--- src/rtl/nlc_pkg.sv ---
package nlc_pkg;

    localparam int unsigned BLK_W   = 32;
    localparam int unsigned REGA_W  = 13;
    localparam int unsigned REGB_W  = 19;
    localparam int unsigned KEY_W   = 80;
    localparam int unsigned RC_W    = 8;
    localparam int unsigned ROUNDS  = 254;

    localparam logic [RC_W-1:0] RC_INIT = 8'hFF;
    localparam logic [RC_W-1:0] RC_MASK = 8'b1101_0100;

    typedef enum logic [1:0] {
        ST_IDLE = 2'd0,
        ST_RUN  = 2'd1,
        ST_FIN  = 2'd2
    } nlc_state_e;

    function automatic logic [RC_W-1:0] rc_step(input logic [RC_W-1:0] s);
        return {s[RC_W-2:0], ^(s & RC_MASK)};
    endfunction

    function automatic logic [RC_W-1:0] rc_advance(input logic [RC_W-1:0] s,
                                                   input int unsigned n);
        logic [RC_W-1:0] v;
        v = s;
        for (int unsigned i = 0; i < n; i++) v = rc_step(v);
        return v;
    endfunction

    localparam logic [RC_W-1:0] RC_TERM = rc_advance(RC_INIT, ROUNDS);

endpackage

--- src/rtl/nlc_round_lfsr.sv ---
module nlc_round_lfsr
    import nlc_pkg::*;
(
    input  logic clk,
    input  logic rst,
    input  logic load,
    input  logic step,
    output logic ir,
    output logic last
);
    logic [RC_W-1:0] rc_q;
    logic [RC_W-1:0] rc_nx;

    always_comb begin
        rc_nx = rc_step(rc_q);
        ir    = rc_q[RC_W-1];
        last  = (rc_nx == RC_TERM);
    end

    always_ff @(posedge clk) begin
        if (rst)       rc_q <= RC_INIT;
        else if (load) rc_q <= RC_INIT;
        else if (step) rc_q <= rc_nx;
    end

    // a freshly loaded counter never signals the end on its first step
    a_r5_no_early_end: assert property (@(posedge clk) disable iff (rst)
        load |=> !last);

endmodule

--- src/rtl/nlc_key_sched.sv ---
module nlc_key_sched
    import nlc_pkg::*;
#(
    parameter int unsigned TAP_A = 61,
    parameter int unsigned TAP_B = 50,
    parameter int unsigned TAP_C = 13
) (
    input  logic             clk,
    input  logic             rst,
    input  logic             load,
    input  logic             step,
    input  logic [KEY_W-1:0] key_in,
    output logic             ka,
    output logic             kb
);
    localparam int unsigned OFF_A = KEY_W - TAP_A;
    localparam int unsigned OFF_B = KEY_W - TAP_B;
    localparam int unsigned OFF_C = KEY_W - TAP_C;

    logic [KEY_W-1:0] win_q;
    logic [KEY_W-1:0] win_nx;
    logic [1:0]       fresh;

    always_comb begin
        for (int unsigned j = 0; j < 2; j++) begin
            fresh[j] = win_q[j] ^ win_q[OFF_A + j] ^ win_q[OFF_B + j] ^ win_q[OFF_C + j];
        end
        win_nx = {fresh, win_q[KEY_W-1:2]};
        ka     = win_q[0];
        kb     = win_q[1];
    end

    always_ff @(posedge clk) begin
        if (rst)       win_q <= '0;
        else if (load) win_q <= key_in;
        else if (step) win_q <= win_nx;
    end

    // bits already in the window move down two places per round
    a_r4_window_shift: assert property (@(posedge clk) disable iff (rst)
        (step && !load) |=> (win_q[KEY_W-3:0] == $past(win_q[KEY_W-1:2])));

endmodule

--- src/rtl/nlc_state_path.sv ---
module nlc_state_path
    import nlc_pkg::*;
#(
    parameter int unsigned A_T1 = 12,
    parameter int unsigned A_T2 = 7,
    parameter int unsigned A_T3 = 8,
    parameter int unsigned A_T4 = 5,
    parameter int unsigned A_T5 = 3,
    parameter int unsigned B_T1 = 18,
    parameter int unsigned B_T2 = 7,
    parameter int unsigned B_T3 = 12,
    parameter int unsigned B_T4 = 10,
    parameter int unsigned B_T5 = 8,
    parameter int unsigned B_T6 = 3
) (
    input  logic             clk,
    input  logic             rst,
    input  logic             load,
    input  logic             step,
    input  logic [BLK_W-1:0] blk_in,
    input  logic             ir,
    input  logic             ka,
    input  logic             kb,
    output logic [BLK_W-1:0] blk_out
);
    logic [REGA_W-1:0] ra_q;
    logic [REGB_W-1:0] rb_q;
    logic              f_a;
    logic              g_b;

    always_comb begin
        f_a = ra_q[A_T1] ^ ra_q[A_T2] ^ (ra_q[A_T3] & ra_q[A_T4]) ^ (ra_q[A_T5] & ir) ^ ka;
        g_b = rb_q[B_T1] ^ rb_q[B_T2] ^ (rb_q[B_T3] & rb_q[B_T4])
            ^ (rb_q[B_T5] & rb_q[B_T6]) ^ kb;
        blk_out = {ra_q, rb_q};
    end

    always_ff @(posedge clk) begin
        if (rst) begin
            ra_q <= '0;
            rb_q <= '0;
        end else if (load) begin
            ra_q <= blk_in[BLK_W-1:REGB_W];
            rb_q <= blk_in[REGB_W-1:0];
        end else if (step) begin
            ra_q <= {ra_q[REGA_W-2:0], g_b};
            rb_q <= {rb_q[REGB_W-2:0], f_a};
        end
    end

    // each register keeps its upper bits as the shifted lower bits
    a_r3_cross_shift: assert property (@(posedge clk) disable iff (rst)
        (step && !load) |=> (ra_q[REGA_W-1:1] == $past(ra_q[REGA_W-2:0]))
                         && (rb_q[REGB_W-1:1] == $past(rb_q[REGB_W-2:0])));

endmodule

--- src/rtl/nlc_cipher32.sv ---
module nlc_cipher32
    import nlc_pkg::*;
(
    input  logic             clk,
    input  logic             rst,
    input  logic             start,
    input  logic [31:0]      plaintext,
    input  logic [79:0]      key,
    output logic             busy,
    output logic             done,
    output logic [31:0]      ciphertext
);
    localparam int unsigned LEN_W = $clog2(ROUNDS + 2);

    nlc_state_e st_q;
    nlc_state_e st_nx;
    logic       accept;
    logic       round_en;
    logic       ir;
    logic       last;
    logic       ka;
    logic       kb;

    // next-state logic
    always_comb begin
        st_nx  = st_q;
        accept = 1'b0;
        unique case (st_q)
            ST_IDLE: if (start) begin
                st_nx  = ST_RUN;      // idle_to_run
                accept = 1'b1;
            end
            ST_RUN: if (last) begin
                st_nx = ST_FIN;       // run_to_fin
            end
            ST_FIN: if (start) begin
                st_nx  = ST_RUN;      // fin_to_run
                accept = 1'b1;
            end else begin
                st_nx = ST_IDLE;      // fin_to_idle
            end
            default: st_nx = ST_IDLE;
        endcase
    end

    // state register
    always_ff @(posedge clk) begin
        if (rst) st_q <= ST_IDLE;
        else     st_q <= st_nx;
    end

    // outputs decoded from state
    always_comb begin
        busy     = 1'b0;
        done     = 1'b0;
        round_en = 1'b0;
        unique case (st_q)
            ST_IDLE: ;
            ST_RUN: begin
                busy     = 1'b1;
                round_en = 1'b1;
            end
            ST_FIN:  done = 1'b1;
            default: ;
        endcase
    end

    nlc_round_lfsr u_rc (
        .clk  (clk),
        .rst  (rst),
        .load (accept),
        .step (round_en),
        .ir   (ir),
        .last (last)
    );

    nlc_key_sched u_ks (
        .clk    (clk),
        .rst    (rst),
        .load   (accept),
        .step   (round_en),
        .key_in (key),
        .ka     (ka),
        .kb     (kb)
    );

    nlc_state_path u_dp (
        .clk     (clk),
        .rst     (rst),
        .load    (accept),
        .step    (round_en),
        .blk_in  (plaintext),
        .ir      (ir),
        .ka      (ka),
        .kb      (kb),
        .blk_out (ciphertext)
    );

    // run-length tally used only by the checks below
    logic [LEN_W-1:0] run_len;
    always_ff @(posedge clk) begin
        if (rst)       run_len <= '0;
        else if (busy) run_len <= run_len + 1'b1;
        else           run_len <= '0;
    end

    a_r6_excl: assert property (@(posedge clk) disable iff (rst)
        !(busy && done));

    a_r6_single_pulse: assert property (@(posedge clk) disable iff (rst)
        done |=> !done);

    a_r6_done_after_run: assert property (@(posedge clk) disable iff (rst)
        $rose(done) |-> $past(busy));

    a_r5_run_length: assert property (@(posedge clk) disable iff (rst)
        ($fell(busy) && !$past(rst)) |-> (run_len == LEN_W'(ROUNDS)));

    a_r7_hold: assert property (@(posedge clk) disable iff (rst)
        (!busy && !start) |=> $stable(ciphertext));

    a_r8_keep_running: assert property (@(posedge clk) disable iff (rst)
        (busy && start && (run_len < LEN_W'(ROUNDS - 1))) |=> busy);

endmodule

--- config.mk ---
export PLATFORM = sky130hd
export DESIGN_NAME = nlc_cipher32
export DESIGN_NICKNAME = d
export VERILOG_FILES = /design/src/rtl/nlc_pkg.sv /design/src/rtl/nlc_round_lfsr.sv /design/src/rtl/nlc_key_sched.sv /design/src/rtl/nlc_state_path.sv /design/src/rtl/nlc_cipher32.sv
export SDC_FILE = /design/constraint.sdc
export NUM_CORES = 1
export LEC_CHECK = 0
export BUFFER_PORTS_ARGS = -buffer_cell sky130_fd_sc_hd__buf_2
export CAP_MARGIN = 20
export CORE_UTILIZATION = 30
export CTS_CLUSTER_DIAMETER = 60
export DETAILED_ROUTE_END_ITERATION = 16
export GPL_TIMING_DRIVEN = 0
export HOLD_SLACK_MARGIN = 0.02
export PLACE_DENSITY = 0.53
export REMOVE_ABC_BUFFERS = 1
export SLEW_MARGIN = 20
export SYNTH_ARGS = -nofsm -noshare
export SYNTH_HDL_FRONTEND = slang
export SYNTH_SLANG_ARGS = --single-unit
--- constraint.sdc ---
create_clock -name clk -period 1.87 [get_ports clk]
set_clock_uncertainty 0.1 [all_clocks]
set_input_delay 0 -clock clk [delete_from_list [all_inputs] [get_ports clk]]
set_output_delay 0 -clock clk [all_outputs]
set_load 0.1 [all_outputs]
# After elaboration in Yosys (flattened, before gate mapping)
# Index checks and enable logic that the tools add are counted.
dict set report word_totals {
  regBits 122
  output_inout_bits 34
  input_bits 115
}
dict set report op_classes {
  n_reduce_logical 6
  eq_ne 5
  n_mux 14
  n_bitwise 18
}
# op count
set op_table {}
lappend op_table {{$mux W80} 2}
lappend op_table {{$mux W19} 2}
lappend op_table {{$mux W13} 2}
lappend op_table {{$xor A1 B1 Y1} 14}
lappend op_table {{$eq A8 B7 Y1 const B} 1}
lappend op_table {{$reduce_xor A8 Y1} 1}
lappend op_table {{$pmux W2 S3} 1}
lappend op_table {{$mux W1} 5}
lappend op_table {{$and A1 B1 Y1} 4}
lappend op_table {{$mux W2} 2}
lappend op_table {{$ne A2 B2 Y1 const B} 2}
lappend op_table {{$reduce_or A2 Y1} 2}
lappend op_table {{$eq A2 B1 Y1 const B} 1}
lappend op_table {{$eq A2 B2 Y1 const B} 1}
lappend op_table {{$logic_not A2 Y1} 1}
lappend op_table {{$reduce_and A2 Y1} 1}
lappend op_table {{$reduce_bool A2 Y1} 1}

# Logic depth before layout (Yosys ltp)
# Gate-level depths: netlist (run 1).
dict set report depth {
  ltp_word 6
  ltp_mapped 8
  depth_no_buf 5
}

# Cells and area by module
# Synthesis (run 1) repeated with hierarchy kept, for this count alone.
dict set report unflattened {
  cells_unflattened 582
  hier_area_um2 6143.4
}
# module cells_each area_each_um2 seq_area_each_um2 n_inst
set by_module_without_submodules {}
lappend by_module_without_submodules {nlc_key_sched 355 4195.3 1601.5 1}
lappend by_module_without_submodules {nlc_state_path 186 1536.5 640.6 1}
lappend by_module_without_submodules {nlc_round_lfsr 32 322.8 160.2 1}
lappend by_module_without_submodules {nlc_cipher32 9 88.8 40.0 1}

# Least setup slack after synthesis (run 1)
# OpenSTA, ideal clock, no wires.
dict set report synth_timing {
  path_type {reg-to-reg}
  startpoint {reg u_dp.rb_q[7]}
  endpoint {reg u_dp.ra_q[0]}
  required_ps 1638
  arrival_ps 1619
  path_stages_with_launch 5
  period_less_slack_ps 1851
  slack_ps 19
  path_cell_list {dfxtp_1 xor2_1 xnor2_1 mux2i_1 a21oi_1}
}
dict set report synth_via {
  elab_chain_cells 6
}
# item line_no
set synth_rtl {}
lappend synth_rtl {{from (decl)} nlc_state_path.sv:27} ;# logic [REGB_W-1:0] rb_q;
lappend synth_rtl {{from (signal assigned)} nlc_state_path.sv:44} ;# rb_q <= blk_in[REGB_W-1:0];
lappend synth_rtl {{from (signal assigned)} nlc_state_path.sv:47} ;# rb_q <= {rb_q[REGB_W-2:0], f_a};
lappend synth_rtl {{$xor A1 B1 Y1 (2 in series)} nlc_state_path.sv:33} ;# g_b = rb_q[B_T1] ^ rb_q[B_T2] ^ (rb_q[B_T3] & rb_q[B_T4])
lappend synth_rtl {{$xor A1 B1 Y1 (2 in series)} nlc_state_path.sv:34} ;# ^ (rb_q[B_T5] & rb_q[B_T6]) ^ kb;
lappend synth_rtl {{$mux W13} nlc_state_path.sv:45} ;# end else if (step) begin
lappend synth_rtl {{$mux W13} nlc_state_path.sv:42} ;# end else if (load) begin
lappend synth_rtl {{to (signal assigned)} nlc_state_path.sv:43} ;# ra_q <= blk_in[BLK_W-1:REGB_W];
lappend synth_rtl {{to (signal assigned)} nlc_state_path.sv:46} ;# ra_q <= {ra_q[REGA_W-2:0], g_b};
lappend synth_rtl {{to (decl)} nlc_state_path.sv:26} ;# logic [REGA_W-1:0] ra_q;
# No other way between the ends. The select of a mux whose other input is x is not followed.
# A chain may end at the register's enable or synchronous reset.

# Worst setup path in the final report (run 1)
dict set report layout_timing {
  startpoint {reg st_q[1]}
  endpoint {reg u_ks.win_q[57]}
}
dict set report layout_via {
  elab_chain_cells 4
  word_cells_on_any_way 8
  cone_classes {eq/ne: 2; mux: 3; reduce/logical: 3}
}
# item line_no
set layout_rtl {}
lappend layout_rtl {{from (decl)} nlc_cipher32.sv:15} ;# nlc_state_e st_q;
lappend layout_rtl {{from (signal assigned)} nlc_cipher32.sv:49} ;# else st_q <= st_nx;
lappend layout_rtl {{$eq A2 B2 Y1 / $logic_not A2 Y1 (equally long branches)} nlc_cipher32.sv:28} ;# unique case (st_q)
lappend layout_rtl {{$reduce_or A2 Y1 (no source line)} --}
lappend layout_rtl {{$mux W1} --}
lappend layout_rtl {{$mux W80 / $reduce_bool A2 Y1 (equally long branches)} --}
lappend layout_rtl {{to (signal assigned)} nlc_key_sched.sv:35} ;# else if (load) win_q <= key_in;
lappend layout_rtl {{to (signal assigned)} nlc_key_sched.sv:36} ;# else if (step) win_q <= win_nx;
lappend layout_rtl {{to (decl)} nlc_key_sched.sv:20} ;# logic [KEY_W-1:0] win_q;
# Several ways; a longest one is shown, not always the timed one.

==> qor.csv, run 1 <==
stage,metric,value,unit
logic_synthesis,"EDFF count, synth",0,
route,final antenna-violating net count,0,
run_status,outcome,completed,
route,DR pass1 iterations,4,
logic_synthesis,Syn Std Cell Area,0.005336,sq mm
logic_synthesis,largest area contributor in the synthesized netlist,dfxtp_1,
worst_setup_path,worst-path fanout max,56,
worst_setup_path,Worst R2R Setup Slack,150,ps
logic_synthesis,sequential fraction of the synthesis area,45.77,%
global_route,first-pass GRT wire length,26450,um
worst_hold_path,Hold Crit Depth,5,
logic_synthesis,Mapped Cells,659,
logic_synthesis,Synth area leaders,"dfxtp_1 46%, nand2_1 14%, a311oi_1 11%, nor2_1 5.9%, a22oi_1 4.1%",
sta,Max Slew Vio Count,0,
route,Post-route DRC,0,
clocking,Sink Count,122,
die,Die X,135.4,um
cells_and_area,Final Cell Area,0.008084,sq mm
route,initial DRC count,234,
global_route,"Remaining Overflow, GRT",0,
logic_synthesis,area share of and/or/nand/nor cells after synthesis,22.63,%
logic_synthesis,share of the synthesized area in the top cell type,45.77,%
die,row cnt,48,
placement,Port Buf Inserts,148,
logic_synthesis,"Top FF cell, synth",dfxtp_1,
sta,RSZ-0062 raised after global routing,false,
clocking,CTS Buf Count,17,
clocking,CTS tree,done,
worst_setup_path,reg2reg end,u_ks.win_q[57]$_SDFFE_PP0P_,
sta,min Tclk post-route,1719,ps
cells_and_area,Area growth syn-to-layout,51.49,%
route,vias per std cell,4.878,
logic_synthesis,multiplexer share of the synthesized area,0.3751,%
global_route,antenna violations before repair,0,
route,final WL,17140,um
sta,endpoints failing setup,0,
global_route,overall routing resource usage,18.45,%
die,Starting Density,30.75,%
worst_setup_path,R2R cell count,5,
worst_setup_path,Crit path required time,2080,ps
clocking,clk_lat worst skew,400,ps
worst_setup_path,worst path arrival time,1930,ps
worst_setup_path,r2r startpoint,st_q[1]$_SDFFE_PP0P_,
worst_setup_path,CP Capture Type,register,
cells_and_area,fraction of layout instances using a drive strength above 1,23.32,%
sta,Final Hold Vio Count,0,
worst_setup_path,WS Path Type,register to register,
cells_and_area,Antenna Diode Count,0,
sta,period utilization,91.91,%
die,Ports,149,
cells_and_area,"commonest non-fill, non-tap cell in the layout",nand2_1,
die,Die ar.,0.01833,sq mm
worst_setup_path,startpoint types,register,
clocking,clk slew on worst S/H paths,50,ps
power,overall power,7.996,mW
die,Core ar.,0.01736,sq mm
power,Static Leakage,3.292,nW
placement,GP Congestion,0.6919,
worst_hold_path,Hold Path Class,primary input to register,
route,DR vias,5532,
logic_synthesis,post-synthesis async set-or-reset flop share,0,%
logic_synthesis,Synth Area in XOR/XNOR,2.462,%
worst_hold_path,Hold Crit Start,start,
route,WL per Instance,15.11,um
die,Die Span Y,135.4,um
sta,Max-slew headroom,58.84,%
cells_and_area,nets@finish,1011,
clocking,worst-case clock buffer depth,2,
power,Pwr per Cell Area,989.1,mW/mm^2
logic_synthesis,number of synthesized register bits,122,
logic_synthesis,Yosys cell types,32,
logic_synthesis,Syn Area/Cell,8.098,sq um
cells_and_area,"commonest non-fill, non-tap cells in the layout","204 x nand2_1, 146 x buf_2, 121 x dfxtp_1",
worst_hold_path,Hold Path Sink,u_dp.ra_q[0]$_SDFFE_PP0P_,
sta,Max Fclk,0.5818,GHz
sta,Least-Margin Pin Slew,617.4,ps
placement,Detail Placement HPWL,8776,um
clocking,H-tree Lvls,4,
placement,DP Area,0.006188,sq mm
clocking,clock root cell,clkbuf_16,
power,peak supply drop,0.6548,mV
global_route,pin count of the biggest net entering global routing,77,
logic_synthesis,area share of fa/ha/maj cells after synthesis,0,%
logic_synthesis,largest family of logic cells by synthesized area,simple AND/OR/NAND/NOR gates,
logic_synthesis,compound-gate portion of the synthesized area,22.34,%
job,number of max-cap violations,0,
global_route,vias in the first global route,5159,
logic_synthesis,Ys Warns,0,
-- kinds of logic (layout without fill, tap and decap cells) --
group	after synthesis	after routing
AOI/OAI and AO/OA	148	148
xor gates and xnor gates	15	15
and+or+nand+nor	310	315
muxes	2	2
buffers and inverters	62	307
DFF	122	122
-- stage by stage --
stage	hold WS (ps)	setup WS (ps)	util [%]	TNS, ps	instances
after global routing	168.8	5.788	46.58	0	1134
after global placement	180.2	-4711	34.71	-486840	971
after floorplan	-32.14	-2452	-	-263720	598
after CTS	76.56	77.90	46.35	0	1132
final	104.7	151.3	46.58	0	1134
after detailed placement	182.2	-778.8	35.65	-58490	976
-- Yosys cell counts (7+ instances only) --
cell,number
dfxtp_1,122
buf_4,10
a22oi_1,29
buf_2,30
nor2_1,84
xnor2_1,11
a21oi_1,30
clkbuf_1,16
a311oi_2,10
nand2_1,204
nand3_1,7
a311oi_1,68
-- power breakdown --
| group | total [mW] | internal [mW] | switching (mW) |
|---|---|---|---|
| logic | 1.71 | 0.630 | 1.08 |
| clock network | 3.29 | 2.13 | 1.16 |
| registers | 2.99 | 2.84 | 0.158 |
| total | 8.00 | 5.60 | 2.40 |
-- cell type report --
type                            count  area, sq um
Multi-Input combinational cell    480         2625
Timing Repair Buffer              272         2101
Timing Repair inverter              2        17.52
Sequential cell                   122         2446
Tap cell                          225        281.5
Clock inverter                      7        87.58
Inverter                            1        20.02
Clock buffer                       25        505.5
Fill cell                        1668         9273
-- metal layers --
metal | wire length [um] | global-route usage, %
met4 | 124 | 4.869
met5 | 0 | 0
met1 | 8192 | 24.42
met2 | 7871 | 30.00
met3 | 947 | 4.265
-- registers in the layout, summed over array words and instances, names as in the netlist --
| signal | flops |
|---|---|
| u_ks.win_q | 80 |
| u_rc.rc_q | 8 |
| st_q | 2 |
| u_dp.ra_q | 13 |
| u_dp.rb_q | 19 |
-- worst max-delay path by stage --
stage               slack [ps]            startpoint                     endpoint
detailed placement        -780  st_q[0]$_SDFFE_PP0P_    u_dp.rb_q[0]$_SDFFE_PP0P_
finish                     150  st_q[1]$_SDFFE_PP0P_  u_ks.win_q[57]$_SDFFE_PP0P_
global placement         -4710  st_q[1]$_SDFFE_PP0P_    u_dp.rb_q[0]$_SDFFE_PP0P_
CTS                         80  st_q[1]$_SDFFE_PP0P_   u_dp.ra_q[12]$_SDFFE_PP0P_
global route                 6  st_q[1]$_SDFFE_PP0P_  u_ks.win_q[24]$_SDFFE_PP0P_
floorplan                -2450  st_q[0]$_SDFFE_PP0P_    u_dp.ra_q[5]$_SDFFE_PP0P_
-- worst max-delay path, stage by stage (launching register included) --
cell,delay (ps)
dfxtp_1,430
nand2b_4,330
buf_12,150
buf_16,220
nand2_1,80
a311oi_1,270
-- timing repair --
action                     4_1_cts  5_1_grt
cloned                           7        0
setup buffers                    4        2
setup endpoints to repair      116        8
hold buffers                   113        0
hold endpoints to repair       112        0
gates resized for setup          9        0
pin swaps                        1        1
Power figures use the tool's default switching activity.
==> run 2, diff against run 1 <==
==> constraint.sdc (replaced) <==
create_clock -name clk -period 1.9 [get_ports clk]
set_clock_uncertainty 0.1 [all_clocks]
set_input_delay 0 -clock clk [delete_from_list [all_inputs] [get_ports clk]]
set_output_delay 0 -clock clk [all_outputs]
set_load 0.1 [all_outputs]
==> run 2 against run 1 <==
  * Clock-buffer cell count is the same
  * Sequential power shrank 1%
  * Routed wire length shrank 3.2%
  * Sequential share of layout area grew 0.15 points
  * Final cell count shrank 0.35%
  * Setup slack lost 30 ps
  * Sequential cell count is the same
  * Combinational power shrank 2%
  * Clock power shrank 2%
  * Critical path depth shrank 2
  * Hold slack lost 1.3 ps
  * Critical endpoint is now busy
==> qor.csv, run 2 (synthesis gave the netlist of run 1 again) <==
stage,metric,value,unit
route,DR vias,5514,
cells_and_area,Final Cell Area,0.008044,sq mm
route,DR pass1 iterations,5,
cells_and_area,Antenna Diode Count,0,
route,WL per Instance,14.68,um
global_route,antenna violations before repair,0,
cells_and_area,"commonest non-fill, non-tap cells in the layout","204 x nand2_1, 146 x buf_2, 121 x dfxtp_1",
global_route,pin count of the biggest net entering global routing,77,
worst_setup_path,critical-path cell list,nand2b_4 -> inv_16 -> buf_6,
clocking,Sink Count,122,
power,Clk pwr share,41.3,%
cells_and_area,max reg flops,80,
power,Internal,5.501,mW
cells_and_area,Finished Layout Cells,1130,
worst_setup_path,critical path's slowest cell,dfxtp_4,
placement,Port Buf Inserts,148,
clocking,worst-case clock buffer depth,2,
route,Post-route DRC,0,
global_route,vias in the first global route,5110,
power,switch share,29.97,%
global_route,"Remaining Overflow, GRT",0,
sta,Least-Margin Pin Slew,615.4,ps
worst_setup_path,R2R cell count,4,
sta,Final Hold Vio Count,0,
cells_and_area,final core utilization,46.35,%
sta,RSZ-0062 raised after global routing,false,
die,Die X,135.4,um
power,Static Leakage,3.268,nW
route,initial DRC count,248,
global_route,first-pass GRT wire length,25900,um
route,vias per std cell,4.880,
clocking,CTS Buf Count,17,
power,combinational share of power,21.2,%
cells_and_area,largest registers,"u_ks.win_q: 80 flops, u_dp.rb_q: 19 flops, u_dp.ra_q: 13 flops",
die,Ports,149,
die,row cnt,48,
placement,Detail Placement HPWL,8776,um
clocking,CTS tree,done,
sta,Max-slew headroom,58.97,%
die,Die Span Y,135.4,um
power,share of power burned in registers,37.5,%
placement,DP Cell Count,976,
cells_and_area,most flop-heavy register,u_ks.win_q,
cells_and_area,Area growth syn-to-layout,50.74,%
sta,min Tclk post-route,1779,ps
die,Core ar.,0.01736,sq mm
worst_setup_path,crit-path max cell delay,460,ps
route,final WL,16590,um
run_status,outcome,completed,
worst_hold_path,Hold Crit Depth,5,
clocking,clk_lat worst skew,400,ps
cells_and_area,nets@finish,1007,
global_route,overall routing resource usage,17.92,%
power,Pwr per Cell Area,976.6,mW/mm^2
sta,Max Fclk,0.5622,GHz
worst_setup_path,worst path arrival time,1680,ps
worst_setup_path,crit path launch,st_q[0]$_SDFFE_PP0P_,
die,Starting Density,30.75,%
worst_setup_path,r2r startpoint,st_q[0]$_SDFFE_PP0P_,
cells_and_area,"commonest non-fill, non-tap cell in the layout",nand2_1,
sta,endpoints failing setup,0,
worst_setup_path,Crit path required time,1800,ps
worst_hold_path,Hold Path Class,primary input to register,
clocking,clk slew on worst S/H paths,50,ps
die,Die ar.,0.01833,sq mm
power,Psw,2.355,mW
sta,setup tns final,0,ps
sta,period utilization,93.62,%
placement,GP Congestion,0.6919,
cells_and_area,fraction of layout instances using a drive strength above 1,22.98,%
sta,Max Slew Vio Count,0,
route,final antenna-violating net count,0,
power,peak supply drop,0.6007,mV
cells_and_area,Fillers,1669,
clocking,clock root cell,clkbuf_16,
clocking,H-tree Lvls,4,
job,number of max-cap violations,0,
worst_setup_path,worst-path fanout max,60,
worst_hold_path,Hold Crit Start,start,
worst_setup_path,WS Path Type,register to output pin,
worst_setup_path,startpoint types,register,
worst_setup_path,CP Capture Type,output pin,
placement,DP Area,0.006188,sq mm
[run 2: per-stage QoR]
| stage | total power, mW | hold slack (ps) | worst slack, ps |
|---|---|---|---|
| final | 7.855 | 103.4 | 121.1 |
| after floorplan | 3.980 | -32.14 | -2422 |
| after global routing | 8.205 | 158.1 | 24.61 |
| after global placement | 4.412 | 180.2 | -4681 |
| after detailed placement | 4.411 | 182.2 | -748.8 |
| after CTS | 7.926 | 76.56 | 26.02 |
[run 2: power groups by stage]
stage          Sequential [mW]  Clock [mW]  Combinational (mW)
2_1_floorplan             3.36           0               0.621
3_3_place_gp              2.99           0                1.42
3_5_place_dp              2.99           0                1.42
4_1_cts                   2.95        3.33                1.65
5_1_grt                   2.97        3.44                1.79
6_report                  2.95        3.24                1.67
[run 2: layout make-up]
cell class | instances | area, sq um | area share [%]
Clock buffer | 25 | 505.5 | 6.284
Clock inverter | 7 | 87.58 | 1.089
Inverter | 1 | 20.02 | 0.2489
Multi-Input combinational cell | 480 | 2625 | 32.63
Sequential cell | 122 | 2446 | 30.41
Tap cell | 225 | 281.5 | 3.500
Timing Repair Buffer | 269 | 2069 | 25.73
Timing Repair inverter | 1 | 8.758 | 0.1089
[run 2: path summary, 6_finish.rpt]
path | endpoint | slack, ps
max reg2reg | u_ks.win_q[39]$_SDFFE_PP0P_ | 180
min reg2reg | u_ks.win_q[2]$_SDFFE_PP0P_ | 360
max | busy | 120
min | u_dp.ra_q[0]$_SDFFE_PP0P_ | 100
[run 2: timing repair]
item | CTS | global route
hold buffers | 113 | 0
pin swaps | 1 | 2
endpoints found under the hold margin | 112 | 0
resized for setup | 9 | 1
setup endpoints to repair | 116 | 44
cloned | 6 | 0
setup buffers | 0 | 3
[run 2: layer usage]
layer / global-route usage (%) / vias to the layer above / wire length (um) / share of wire (%)
li1: - / 2794 / - / -
met1: 23.77 / 2580 / 8233 / 50
met2: 28.92 / 130 / 7497 / 45
met3: 4.302 / 10 / 722 / 4.4
met4: 4.806 / 0 / 136 / 0.82
met5: 0 / - / 0 / 0
[run 2: critical path, delay by kind of cell, from the launching register on]
| family | cells | cell delay [ps] |
|---|---|---|
| buffers and inverters | 2 | 550 |
| and+or+nand+nor | 1 | 240 |
| DFF | 1 | 460 |
==> run 3, diff against run 2 <==
--- a/config.mk
+++ b/config.mk
@@ -12,7 +12,7 @@
 export DETAILED_ROUTE_END_ITERATION = 16
 export GPL_TIMING_DRIVEN = 0
 export HOLD_SLACK_MARGIN = 0.02
-export PLACE_DENSITY = 0.53
+export PLACE_DENSITY = 0.49
 export REMOVE_ABC_BUFFERS = 1
 export SLEW_MARGIN = 20
 export SYNTH_ARGS = -nofsm -noshare
==> run 3 against run 2 <==
  * Sequential share of layout area shrank 0.13 points
  * Critical path depth grew 1
  * Routed wire length grew 2.4%
  * Via count grew 1.8%
  * Design area grew 0.42%
  * Hold slack lost 42 ps
  * Sequential cell count is the same
  * Die area is the same
  * Critical endpoint unchanged
==> qor.csv, run 3 (synthesis gave the netlist of run 1 again) <==
stage,metric,value,unit
die,Die Span Y,135.4,um
worst_setup_path,r2r startpoint,st_q[1]$_SDFFE_PP0P_,
route,initial DRC count,275,
placement,DP Area,0.006188,sq mm
clocking,CTS tree,done,
cells_and_area,largest registers,"u_ks.win_q: 80 flops, u_dp.rb_q: 19 flops, u_dp.ra_q: 13 flops",
die,Die ar.,0.01833,sq mm
cells_and_area,Area growth syn-to-layout,51.37,%
route,vias per std cell,4.955,
clocking,clock root cell,clkbuf_16,
run_status,outcome,completed,
worst_setup_path,Crit path required time,1800,ps
cells_and_area,max reg flops,80,
route,Post-route DRC,0,
job,number of max-cap violations,0,
placement,Place WS,-896.3,ps
clocking,clk_lat worst skew,410,ps
global_route,first-pass GRT wire length,26210,um
worst_hold_path,Hold Path Class,primary input to register,
power,overall power,7.833,mW
placement,Detail Placement HPWL,9187,um
power,peak supply drop,0.7507,mV
cells_and_area,Antenna Diode Count,0,
global_route,"Remaining Overflow, GRT",0,
route,final WL,17000,um
placement,Port Buf Inserts,148,
cells_and_area,Final Cell Area,0.008078,sq mm
sta,Max-slew headroom,66.58,%
worst_setup_path,R2R cell count,6,
cells_and_area,nets@finish,1011,
cells_and_area,most flop-heavy register,u_ks.win_q,
route,DR vias,5614,
route,WL per Instance,15.00,um
die,Ports,149,
route,DR pass1 iterations,4,
placement,DP Cell Count,976,
worst_setup_path,crit path to,busy,
clocking,worst-case clock buffer depth,2,
sta,Least-Margin Pin Slew,499.5,ps
power,Static Leakage,3.289,nW
worst_setup_path,worst path arrival time,1710,ps
global_route,pin count of the biggest net entering global routing,79,
power,Pwr per Cell Area,969.7,mW/mm^2
worst_setup_path,worst-path fanout max,59,
sta,final setup margin,86.23,ps
cells_and_area,Finished Layout Cells,1133,
placement,GP Congestion,0.7506,
die,row cnt,48,
sta,endpoints failing setup,0,
clocking,H-tree Lvls,4,
die,Die X,135.4,um
worst_setup_path,WS Path Type,register to output pin,
die,Starting Density,30.75,%
sta,RSZ-0062 raised after global routing,false,
cells_and_area,"commonest non-fill, non-tap cell in the layout",nand2_1,
cells_and_area,"commonest non-fill, non-tap cells in the layout","204 x nand2_1, 146 x buf_2, 121 x dfxtp_1",
global_route,antenna violations before repair,0,
route,final antenna-violating net count,0,
cells_and_area,Fillers,1701,
worst_setup_path,Worst R2R Setup Slack,150,ps
global_route,overall routing resource usage,18.18,%
clocking,clk slew on worst S/H paths,50,ps
global_route,vias in the first global route,5356,
sta,Final Hold Vio Count,0,
clocking,Sink Count,122,
die,Core ar.,0.01736,sq mm
sta,Max Slew Vio Count,0,
clocking,CTS Buf Count,17,
cells_and_area,fraction of layout instances using a drive strength above 1,23.24,%
sta,Max Fclk,0.5513,GHz
worst_setup_path,reg2reg end,u_dp.ra_q[0]$_SDFFE_PP0P_,
worst_setup_path,CP Capture Type,output pin,
worst_setup_path,crit path launch,st_q[1]$_SDFFE_PP0P_,
sta,min Tclk post-route,1814,ps
worst_setup_path,startpoint types,register,
sta,period utilization,95.46,%
run 3: metrics by stage:
| stage | setup TNS, ps | hold WS [ps] | utilization, % |
|---|---|---|---|
| floorplan | -260030 | -32.14 | - |
| global placement | -451340 | 181.0 | 34.71 |
| detailed placement | -73610 | 185.9 | 35.65 |
| CTS | -10.35 | 55.46 | 46.06 |
| global route | 0 | 90.47 | 46.54 |
| finish | 0 | 60.95 | 46.54 |
run 3: timing repair:
action,in CTS,in global routing
hold buffers,113,0
setup endpoints to repair,117,68
hold endpoints to repair,112,0
setup buffers,3,4
pin swaps,8,1
gates cloned,4,2
gates resized for setup,8,1
run 3: area by class of cell:
type	instances	area, sq um	area share (%)
well taps	225	281.5	3.485
clock inverters	7	90.09	1.115
repair buffers	275	2130	26.36
repair inverters	1	11.26	0.1394
flip-flops and latches	122	2446	30.28
inverters	1	20.02	0.2478
clock buffers	24	491.7	6.087
multi-input cells	478	2608	32.28
run 3: where the power goes:
part / leakage (nW) / internal (mW) / total (mW) / switching [mW]
combinational: 2.00 / 0.628 / 1.69 / 1.07
clock: 0.282 / 2.06 / 3.19 / 1.13
sequential: 1.01 / 2.79 / 2.95 / 0.158
run 3: how the worst min path moves through the flow:
stage / cells past startpoint / slack [ps] / to / from
after floorplan: 1 / -30 / u_ks.win_q[65]$_SDFFE_PP0P_ / rst
after global placement: 3 / 180 / u_dp.rb_q[11]$_SDFFE_PP0P_ / plaintext[11]
after detailed placement: 3 / 190 / u_dp.rb_q[18]$_SDFFE_PP0P_ / plaintext[18]
after CTS: 4 / 60 / u_ks.win_q[78]$_SDFFE_PP0P_ / start
after global routing: 4 / 90 / u_ks.win_q[78]$_SDFFE_PP0P_ / start
final: 4 / 60 / u_ks.win_q[78]$_SDFFE_PP0P_ / start
run 3: worst max-delay path, stage by stage (launching register included):
cell and delay, ps:
dfxtp_1 360, nand2b_4 210, buf_16 200, inv_16 220, buf_6 270
run 3: layer usage:
layer,global-route usage [%],part of all wire (%)
met1,23.13,47
met2,30.14,46
met3,4.789,6.0
met4,5.056,1.0
met5,0,0
